**config.mk**
```make
export PLATFORM = sky130hd
export DESIGN_NAME = wr_delay_center
export DESIGN_NICKNAME = d
export VERILOG_FILES = /design/src/rtl/wdc_pkg.sv /design/src/rtl/wdc_norm.sv /design/src/rtl/wdc_encode.sv /design/src/rtl/wr_delay_center.sv
export SDC_FILE = /design/constraint.sdc
export NUM_CORES = 1
export LEC_CHECK = 0
export ABC_AREA = 1
export BUFFER_PORTS_ARGS = -buffer_cell sky130_fd_sc_hd__buf_4
export CAP_MARGIN = 40
export CELL_PAD_IN_SITES_DETAIL_PLACEMENT = 0
export CELL_PAD_IN_SITES_GLOBAL_PLACEMENT = 1
export CORE_AREA = 2 2 178 180
export CTS_BUF_LIST = sky130_fd_sc_hd__clkbuf_8
export DETAILED_ROUTE_END_ITERATION = 10
export DIE_AREA = 0 0 180 182
export PLACE_DENSITY = 0.68
export SYNTH_ARGS = -nofsm -noshare
export SYNTH_HDL_FRONTEND = slang
export SYNTH_SLANG_ARGS = --single-unit
```
**constraint.sdc**
```tcl
create_clock -name clk -period 13.23 [get_ports clk]
set_input_delay 3.3075 -clock clk [delete_from_list [all_inputs] [get_ports clk]]
set_output_delay 3.3075 -clock clk [all_outputs]
set_load 0.05 [all_outputs]
```
**src/rtl/wdc_pkg.sv**
```systemverilog
package wdc_pkg;
    localparam int WORD_W    = 32;
    localparam int T_BITS    = 4;
    localparam int P_BITS    = 3;
    localparam int F_BITS    = 2;
    localparam int F_LEVELS  = 1 << F_BITS;
    // destination field positions
    localparam int T_LSB     = 28;
    localparam int P_LSB     = 24;
    localparam int F_LSB     = 18;
    localparam int B_LSB     = 16;
    // source field positions in the starting word
    localparam int SRC_T_LSB = 12;
    localparam int SRC_P_LSB = 8;
    localparam int SRC_F_LSB = 2;

    typedef enum logic [2:0] {
        ST_IDLE, ST_SEL, ST_ISSUE, ST_WAIT, ST_GDONE, ST_END
    } wdc_st_e;

    typedef enum logic [2:0] {
        PH_LO_T, PH_LO_P, PH_UP_CHK, PH_UP_T, PH_UP_P
    } wdc_ph_e;
endpackage

```
**src/rtl/wdc_norm.sv**
```systemverilog
module wdc_norm
    import wdc_pkg::*;
#(
    parameter int LIN_W = 12
) (
    input  logic [LIN_W-1:0]  lin,
    input  logic [T_BITS-1:0] tmod,
    output logic [F_BITS-1:0] f,
    output logic [T_BITS-1:0] t,
    output logic [P_BITS-1:0] p,
    output logic              ovf
);
    logic [LIN_W-1:0] span;
    logic [LIN_W-1:0] full;
    logic [LIN_W-1:0] base;
    logic [LIN_W-1:0] rem;

    always_comb begin
        span = LIN_W'(tmod) << P_BITS;
        full = LIN_W'(F_LEVELS) * span;
        ovf  = lin[LIN_W-1] || (lin >= full);
        f    = '0;
        base = '0;
        for (int k = 1; k < F_LEVELS; k++) begin
            if (lin >= LIN_W'(k) * span) begin
                f    = F_BITS'(k);
                base = LIN_W'(k) * span;
            end
        end
        rem = lin - base;
        t   = rem[P_BITS +: T_BITS];
        p   = rem[P_BITS-1:0];
    end
endmodule

```
**src/rtl/wdc_encode.sv**
```systemverilog
module wdc_encode
    import wdc_pkg::*;
#(
    parameter int LO_FAST = 2,
    parameter int HI_FAST = 9,
    parameter int LO_SLOW = 1,
    parameter int HI_SLOW = 6,
    parameter int CLAMP_T = 9
) (
    input  logic [WORD_W-1:0] base,
    input  logic [T_BITS-1:0] t,
    input  logic [P_BITS-1:0] p,
    input  logic [F_BITS-1:0] f,
    input  logic              fast,
    output logic [WORD_W-1:0] word
);
    localparam logic [P_BITS-1:0] P_HALF = P_BITS'(1 << (P_BITS - 1));
    localparam logic [WORD_W-1:0] FIELD_MASK =
        (WORD_W'((1 << T_BITS) - 1) << T_LSB) |
        (WORD_W'((1 << P_BITS) - 1) << P_LSB) |
        (WORD_W'((1 << F_BITS) - 1) << F_LSB) |
        (WORD_W'(3) << B_LSB);

    logic [P_BITS-1:0] p_eff;
    logic [T_BITS-1:0] lo_lim, hi_lim;
    logic [1:0]        band;

    always_comb begin
        p_eff = p;
        if (fast && (((t == T_BITS'(CLAMP_T)) && (p >= P_HALF)) ||
                     ((t == T_BITS'(CLAMP_T + 1)) && (p < P_HALF))))
            p_eff = P_HALF;
        lo_lim = fast ? T_BITS'(LO_FAST) : T_BITS'(LO_SLOW);
        hi_lim = fast ? T_BITS'(HI_FAST) : T_BITS'(HI_SLOW);
        if (t <= lo_lim)      band = 2'b11;
        else if (t > hi_lim)  band = 2'b01;
        else                  band = 2'b00;
        word = base & ~FIELD_MASK;
        word[T_LSB +: T_BITS] = t;
        word[P_LSB +: P_BITS] = p_eff;
        word[F_LSB +: F_BITS] = f;
        word[B_LSB +: 2]      = band;
    end
endmodule

```
**src/rtl/wr_delay_center.sv**
```systemverilog
module wr_delay_center
    import wdc_pkg::*;
#(
    parameter int NGRP      = 4,
    parameter int MASK_W    = 32,
    parameter int TMOD_FAST = 12,
    parameter int TMOD_SLOW = 11,
    parameter int UP_T_OFS  = 3,
    localparam int GW       = (NGRP > 1) ? $clog2(NGRP) : 1
) (
    input  logic                     clk,
    input  logic                     rst_n,
    input  logic                     start,
    input  logic                     fast_mode,
    input  logic [NGRP*MASK_W-1:0]   grp_mask_a,
    input  logic [NGRP*MASK_W-1:0]   grp_mask_b,
    input  logic [NGRP*WORD_W-1:0]   init_words,
    output logic                     test_req,
    output logic [GW-1:0]            test_grp,
    output logic [WORD_W-1:0]        test_word,
    input  logic                     test_done,
    input  logic                     test_pass,
    output logic                     res_valid,
    output logic [GW-1:0]            res_grp,
    output logic [WORD_W-1:0]        res_word,
    output logic                     busy,
    output logic                     run_done,
    output logic                     err_overflow,
    output logic                     err_narrow
);
    localparam int GCW    = $clog2(NGRP + 1);
    localparam int LIN_W  = 12;
    localparam logic [LIN_W-1:0] STEP_T = LIN_W'(1 << P_BITS);
    localparam logic [LIN_W-1:0] STEP_P = LIN_W'(1);
    localparam logic [LIN_W-1:0] UP_OFS = LIN_W'(UP_T_OFS << P_BITS);

    typedef struct packed {
        wdc_st_e          st;
        wdc_ph_e          ph;
        logic [GCW-1:0]   grp;
        logic [LIN_W-1:0] lin;
        logic [LIN_W-1:0] lower;
        logic             fast;
        logic             e_ovf;
        logic             e_nar;
    } ctl_t;

    ctl_t c_d, c_q;

    // group selection: a group is live when either mask has a set bit
    logic [NGRP-1:0] grp_live;
    for (genvar g = 0; g < NGRP; g++) begin : g_live
        assign grp_live[g] = (|grp_mask_a[g*MASK_W +: MASK_W]) |
                             (|grp_mask_b[g*MASK_W +: MASK_W]);
    end

    logic [GW-1:0]     grp_idx;
    logic [WORD_W-1:0] cur_init;
    logic [T_BITS-1:0] tmod_w;
    logic [F_BITS-1:0] n_f;
    logic [T_BITS-1:0] n_t;
    logic [P_BITS-1:0] n_p;
    logic              n_ovf;
    logic [WORD_W-1:0] enc_word;
    logic signed [LIN_W-1:0] fs, tms, tss, pss, lin_start, mid;

    assign grp_idx  = c_q.grp[GW-1:0];
    assign cur_init = init_words[grp_idx*WORD_W +: WORD_W];
    assign tmod_w   = c_q.fast ? T_BITS'(TMOD_FAST) : T_BITS'(TMOD_SLOW);

    wdc_norm #(.LIN_W(LIN_W)) u_norm (
        .lin (c_q.lin),
        .tmod(tmod_w),
        .f   (n_f),
        .t   (n_t),
        .p   (n_p),
        .ovf (n_ovf)
    );

    wdc_encode u_enc (
        .base(cur_init),
        .t   (n_t),
        .p   (n_p),
        .f   (n_f),
        .fast(c_q.fast),
        .word(enc_word)
    );

    always_comb begin
        fs  = LIN_W'(cur_init[SRC_F_LSB +: F_BITS]) - LIN_W'(1);
        tms = LIN_W'(tmod_w);
        tss = LIN_W'(cur_init[SRC_T_LSB +: T_BITS]);
        pss = LIN_W'(cur_init[SRC_P_LSB +: P_BITS]);
        lin_start = (((fs * tms) + tss) <<< P_BITS) + pss;
        mid = ($signed(c_q.lower) + $signed(c_q.lin)) >>> 1;

        c_d = c_q;
        unique case (c_q.st)
            ST_IDLE: begin
                if (start) begin
                    c_d.st    = ST_SEL;
                    c_d.grp   = '0;
                    c_d.fast  = fast_mode;
                    c_d.e_ovf = 1'b0;
                    c_d.e_nar = 1'b0;
                end
            end
            ST_SEL: begin
                if (c_q.grp >= GCW'(NGRP)) begin
                    c_d.st = ST_END;
                end else if (!grp_live[grp_idx]) begin
                    c_d.grp = c_q.grp + 1'b1;
                end else begin
                    c_d.lin = lin_start;
                    c_d.ph  = PH_LO_T;
                    c_d.st  = ST_ISSUE;
                end
            end
            ST_ISSUE: begin
                if (n_ovf) begin
                    c_d.e_ovf = 1'b1;
                    c_d.st    = ST_END;
                end else begin
                    c_d.st = ST_WAIT;
                end
            end
            ST_WAIT: begin
                if (test_done) begin
                    c_d.st = ST_ISSUE;
                    unique case (c_q.ph)
                        PH_LO_T: begin
                            if (test_pass) begin
                                c_d.lin = c_q.lin - STEP_T;
                                c_d.ph  = PH_LO_P;
                            end else begin
                                c_d.lin = c_q.lin + STEP_T;
                            end
                        end
                        PH_LO_P: begin
                            if (test_pass) begin
                                c_d.lower = c_q.lin;
                                c_d.lin   = c_q.lin + UP_OFS;
                                c_d.ph    = PH_UP_CHK;
                            end else begin
                                c_d.lin = c_q.lin + STEP_P;
                            end
                        end
                        PH_UP_CHK: begin
                            if (test_pass) begin
                                c_d.lin = c_q.lin + STEP_T;
                                c_d.ph  = PH_UP_T;
                            end else begin
                                c_d.e_nar = 1'b1;
                                c_d.st    = ST_END;
                            end
                        end
                        PH_UP_T: begin
                            if (test_pass) begin
                                c_d.lin = c_q.lin + STEP_T;
                            end else begin
                                c_d.lin = c_q.lin - STEP_T;
                                c_d.ph  = PH_UP_P;
                            end
                        end
                        default: begin
                            if (test_pass) begin
                                c_d.lin = c_q.lin + STEP_P;
                            end else begin
                                c_d.lin = mid;
                                c_d.st  = ST_GDONE;
                            end
                        end
                    endcase
                end
            end
            ST_GDONE: begin
                c_d.grp = c_q.grp + 1'b1;
                c_d.st  = ST_SEL;
            end
            default: begin
                c_d.st = ST_IDLE;
            end
        endcase
    end

    always_ff @(posedge clk or negedge rst_n) begin
        if (!rst_n) begin
            c_q <= '{st: ST_IDLE, ph: PH_LO_T, grp: '0, lin: '0, lower: '0,
                     fast: 1'b0, e_ovf: 1'b0, e_nar: 1'b0};
        end else begin
            c_q <= c_d;
        end
    end

    assign test_req     = (c_q.st == ST_WAIT);
    assign test_grp     = grp_idx;
    assign test_word    = enc_word;
    assign res_valid    = (c_q.st == ST_GDONE);
    assign res_grp      = grp_idx;
    assign res_word     = enc_word;
    assign busy         = (c_q.st != ST_IDLE);
    assign run_done     = (c_q.st == ST_END);
    assign err_overflow = c_q.e_ovf;
    assign err_narrow   = c_q.e_nar;

    AST_REQ_HOLD: assert property (@(posedge clk) disable iff (!rst_n)
        test_req && !test_done |=> test_req) else $error("req dropped");
    AST_WORD_STABLE: assert property (@(posedge clk) disable iff (!rst_n)
        test_req && !test_done |=> $stable(test_word) && $stable(test_grp)) else $error("word moved");
    AST_T_RANGE: assert property (@(posedge clk) disable iff (!rst_n)
        test_req |-> test_word[T_LSB +: T_BITS] < tmod_w) else $error("t out of range");
    AST_OVF_STICKY: assert property (@(posedge clk) disable iff (!rst_n)
        err_overflow && !start |=> err_overflow) else $error("overflow flag lost");
    AST_NARROW_STICKY: assert property (@(posedge clk) disable iff (!rst_n)
        err_narrow && !start |=> err_narrow) else $error("narrow flag lost");
    AST_IDLE_QUIET: assert property (@(posedge clk) disable iff (!rst_n)
        !busy |-> !test_req && !res_valid) else $error("activity while idle");
endmodule

```
==> flow_summary.yaml <==
critical_path:
  cpMostUsedCell: "inv_1"
  setup.worst_path.class: "register to output port"
  cp_data_required_time_ns: 9.92
  endpoint_kind: "output port"
  start_kind: "register"
  worst_r2r_path_depth: 23
  path_cells: "inv_1 > ha_1 > inv_1 > nand3_1 > o22ai_1 > nor2_1 > o21ai_1 > inv_1 > o21ai_2 > a22oi_1 > ha_1 > a21oi_1 > nand2_1 > xor2_1 > inv_1 > nand3_2 > nand2_1 > ha_1 > o211ai_1 > a32o_1 > nand2_1 > buf_4"
  slowest_delay_ns: 0.71
  cp.arrival_ns: 5.01
  crit_fanout: 15
  crit_slowest_cell: "dfrtp_1"
die:
  rows: 65
  core_um2: 31000
  die_x_um: 180
  die_y_um: 182
  start_util_pct: 22.0
  io_pins: 464
  die_area_um2: 32800
sta:
  period_share_pct: 62.9
  relSlewSlack_pct: 47.8
  finalHoldViolCount: 0
  tightest_slew_ns: 0.783
  final_max_slew_viol_count: 0
  setup_viol: 0
  max_freq_mhz: 120
  skew_ns: 0.0126
  rsz0062_at_grt: "false"
  tns_ns: 0
  fin_crit_ns: 8.32
cells_and_area:
  final_nets: 1963
  layout_commonest_cell: "buf_4"
  drive_above_1_share_pct: 34.5
  num_antenna_cells: 0
  layout_common_cells: "424 x buf_4, 273 x nand2_1, 252 x nor2_1"
  num-fill-cells: 3443
  area_growth_pct: 50.1
detailed_routing:
  drt.antenna.violating_nets: 0
  highest_layer: "met5"
  via_per_inst: 4.59
  route.met3.wl_um: 2940
  first_iter_violations: 580
  drt_pre_antenna_iters: 5
  routed-via-count: 8799
  route.layer.met1.wl_um: 16700
  drc_errors: 0
  wl_per_cell_um: 19.0
  drt_wl_total_um: 36500
  dr_wl_met2_um: 16500
pwr:
  leakagePower_nw: 5.34
  peakVddDrop_mv: 0.271
  power.density_nw_per_um2: 297
  p_total_w: 0.00305
place:
  routabilityCongestion: 0.881
  hpwlAfterDp_um: 31600
  portBuffers: 419
hold_path:
  hold_path.class: "register to register"
  min_path_cells: 2
synthesis:
  synthesis.nets: 1596
  avgSynthCellArea_um2: 5.94
  ys_seq_elements: 36
  synth_edf_count: 0
  synthesis.area_um2: 6820
  synth_seq_area_share_pct: 13.2
  yosysUniqueCellTypes: 57
  syn_inst: 1148
  synth_top_flop_cell: "dfrtp_1"
  yosysWarnings: 0
  synthArstFlopShare_pct: 100
clocking:
  clock_latency_ns: 0.32
  cts_num_sinks: 36
  cts_tree: "built"
  path_clk_slew_ns: 0.08
  cts_htree_levels: 2
  cts_setup_buffers: 0
  cts_buffers: 5
  postCtsHoldBufs: 0
  cts_resized: 0
  clock-root-buffer: "clkbuf_8"
  clockBufferDepth: 2
grt:
  overflow: 0
  grt_max_degree: 50
  track_usage_pct: 21.6
  antenna_found_initial: 3
  grt_pass1_vias: 8744
  grt_pass1_wl_um: 53100
run:
  cap_viol_max_count: 0
outcome:
  status: "finished clean"
flip-flops by register name, summed over array words and instances (netlist names):
name          cells
c_q              32
err_narrow        1
err_overflow      1
res_grp           2
worst max-delay path: cells and delay by family, from the launching register on:
family / cells / cell delay (ns)
buffers and inverters: 5 / 1.00
xor gates and xnor gates: 1 / 0.23
and+or+nand+nor: 6 / 0.52
adders and majority gates: 3 / 1.11
AOI/OAI and AO/OA: 7 / 1.12
DFF: 1 / 0.71
worst paths after layout:
check	start	end	slack (ns)
max in group asynchronous	rst_n	res_grp[0]$_DFFE_PN0P_	9.88
min	c_q[8]$_DFFE_PN0P_	c_q[8]$_DFFE_PN0P_	0.51
max	c_q[2]$_DFFE_PN0P_	res_word[16]	4.91
max reg2reg	res_grp[1]$_DFFE_PN0P_	c_q[26]$_DFFE_PN0P_	7.76
min reg2reg	c_q[8]$_DFFE_PN0P_	c_q[8]$_DFFE_PN0P_	0.51
min in group asynchronous	rst_n	c_q[7]$_DFFE_PN0P_	2.95
report_power, final:
| group | leakage, nW | internal [W] | switching [W] |
|---|---|---|---|
| clock network | 0.0645 | 0.0000667 | 0.0000495 |
| logic | 4.80 | 0.000857 | 0.00183 |
| registers | 0.472 | 0.000151 | 0.0000945 |
final cells by class:
class                           instances  area (µm²)  share of cell area (%)
Tap cell                              402         503                    4.91
Multi-Input combinational cell        929        5020                    49.1
Inverter                              113         437                    4.27
Clock buffer                            7        96.3                   0.941
Timing Repair Buffer                  430        3250                    31.7
Sequential cell                        36         902                    8.81
Clock inverter                          1        30.0                   0.293
synth_stat cells (8+ instances only):
library cell | count | share of area (%)
a21oi_1 | 30 | 2.2
buf_4 | 44 | 4.8
clkbuf_1 | 13 | 0.72
dfrtp_1 | 36 | 13
fa_1 | 8 | 2.3
ha_1 | 50 | 9.2
inv_1 | 90 | 5.0
inv_2 | 17 | 0.94
nand2_1 | 273 | 15
nand3_1 | 72 | 5.3
nand3_2 | 14 | 2.1
nand4_1 | 25 | 2.3
nor2_1 | 252 | 14
nor2_4 | 10 | 1.7
nor3_1 | 8 | 0.59
o211ai_1 | 9 | 0.99
o21ai_0 | 62 | 4.5
o21ai_1 | 18 | 1.3
o22ai_1 | 20 | 1.8
xor2_1 | 11 | 1.4
logic make-up after synthesis:
group | count (synthesis) | share of synthesized area (%)
adders and majority gates | 58 | 11.5
xor gates and xnor gates | 15 | 1.93
and+or+nand+nor | 691 | 45.7
buffers and inverters | 183 | 13.2
DFF | 36 | 13.2
AOI/OAI and AO/OA | 165 | 14.5
layer usage:
metal | vias to the layer above | GRT usage [%]
met5 | - | 0
met4 | 2 | 2.80
met3 | 21 | 5.01
met2 | 357 | 35.5
met1 | 3969 | 29.3
li1 | 4450 | -
through the flow:
stage | hold slack [ns] | instance area, µm² | setup WS [ns] | util, % | std cells
after floorplan | 0.465 | 6820 | 4.35 | - | 1148
after CTS | 0.511 | 10200 | 4.89 | 33.0 | 1916
after global routing | 0.537 | 10200 | 4.43 | 33.0 | 1918
after global placement | 0.483 | 10000 | 5.07 | 32.4 | 1904
after detailed placement | 0.490 | 10100 | 5.26 | 32.6 | 1908
final | 0.509 | 10200 | 4.91 | 33.0 | 1918
(Power assumes the default switching activity.)
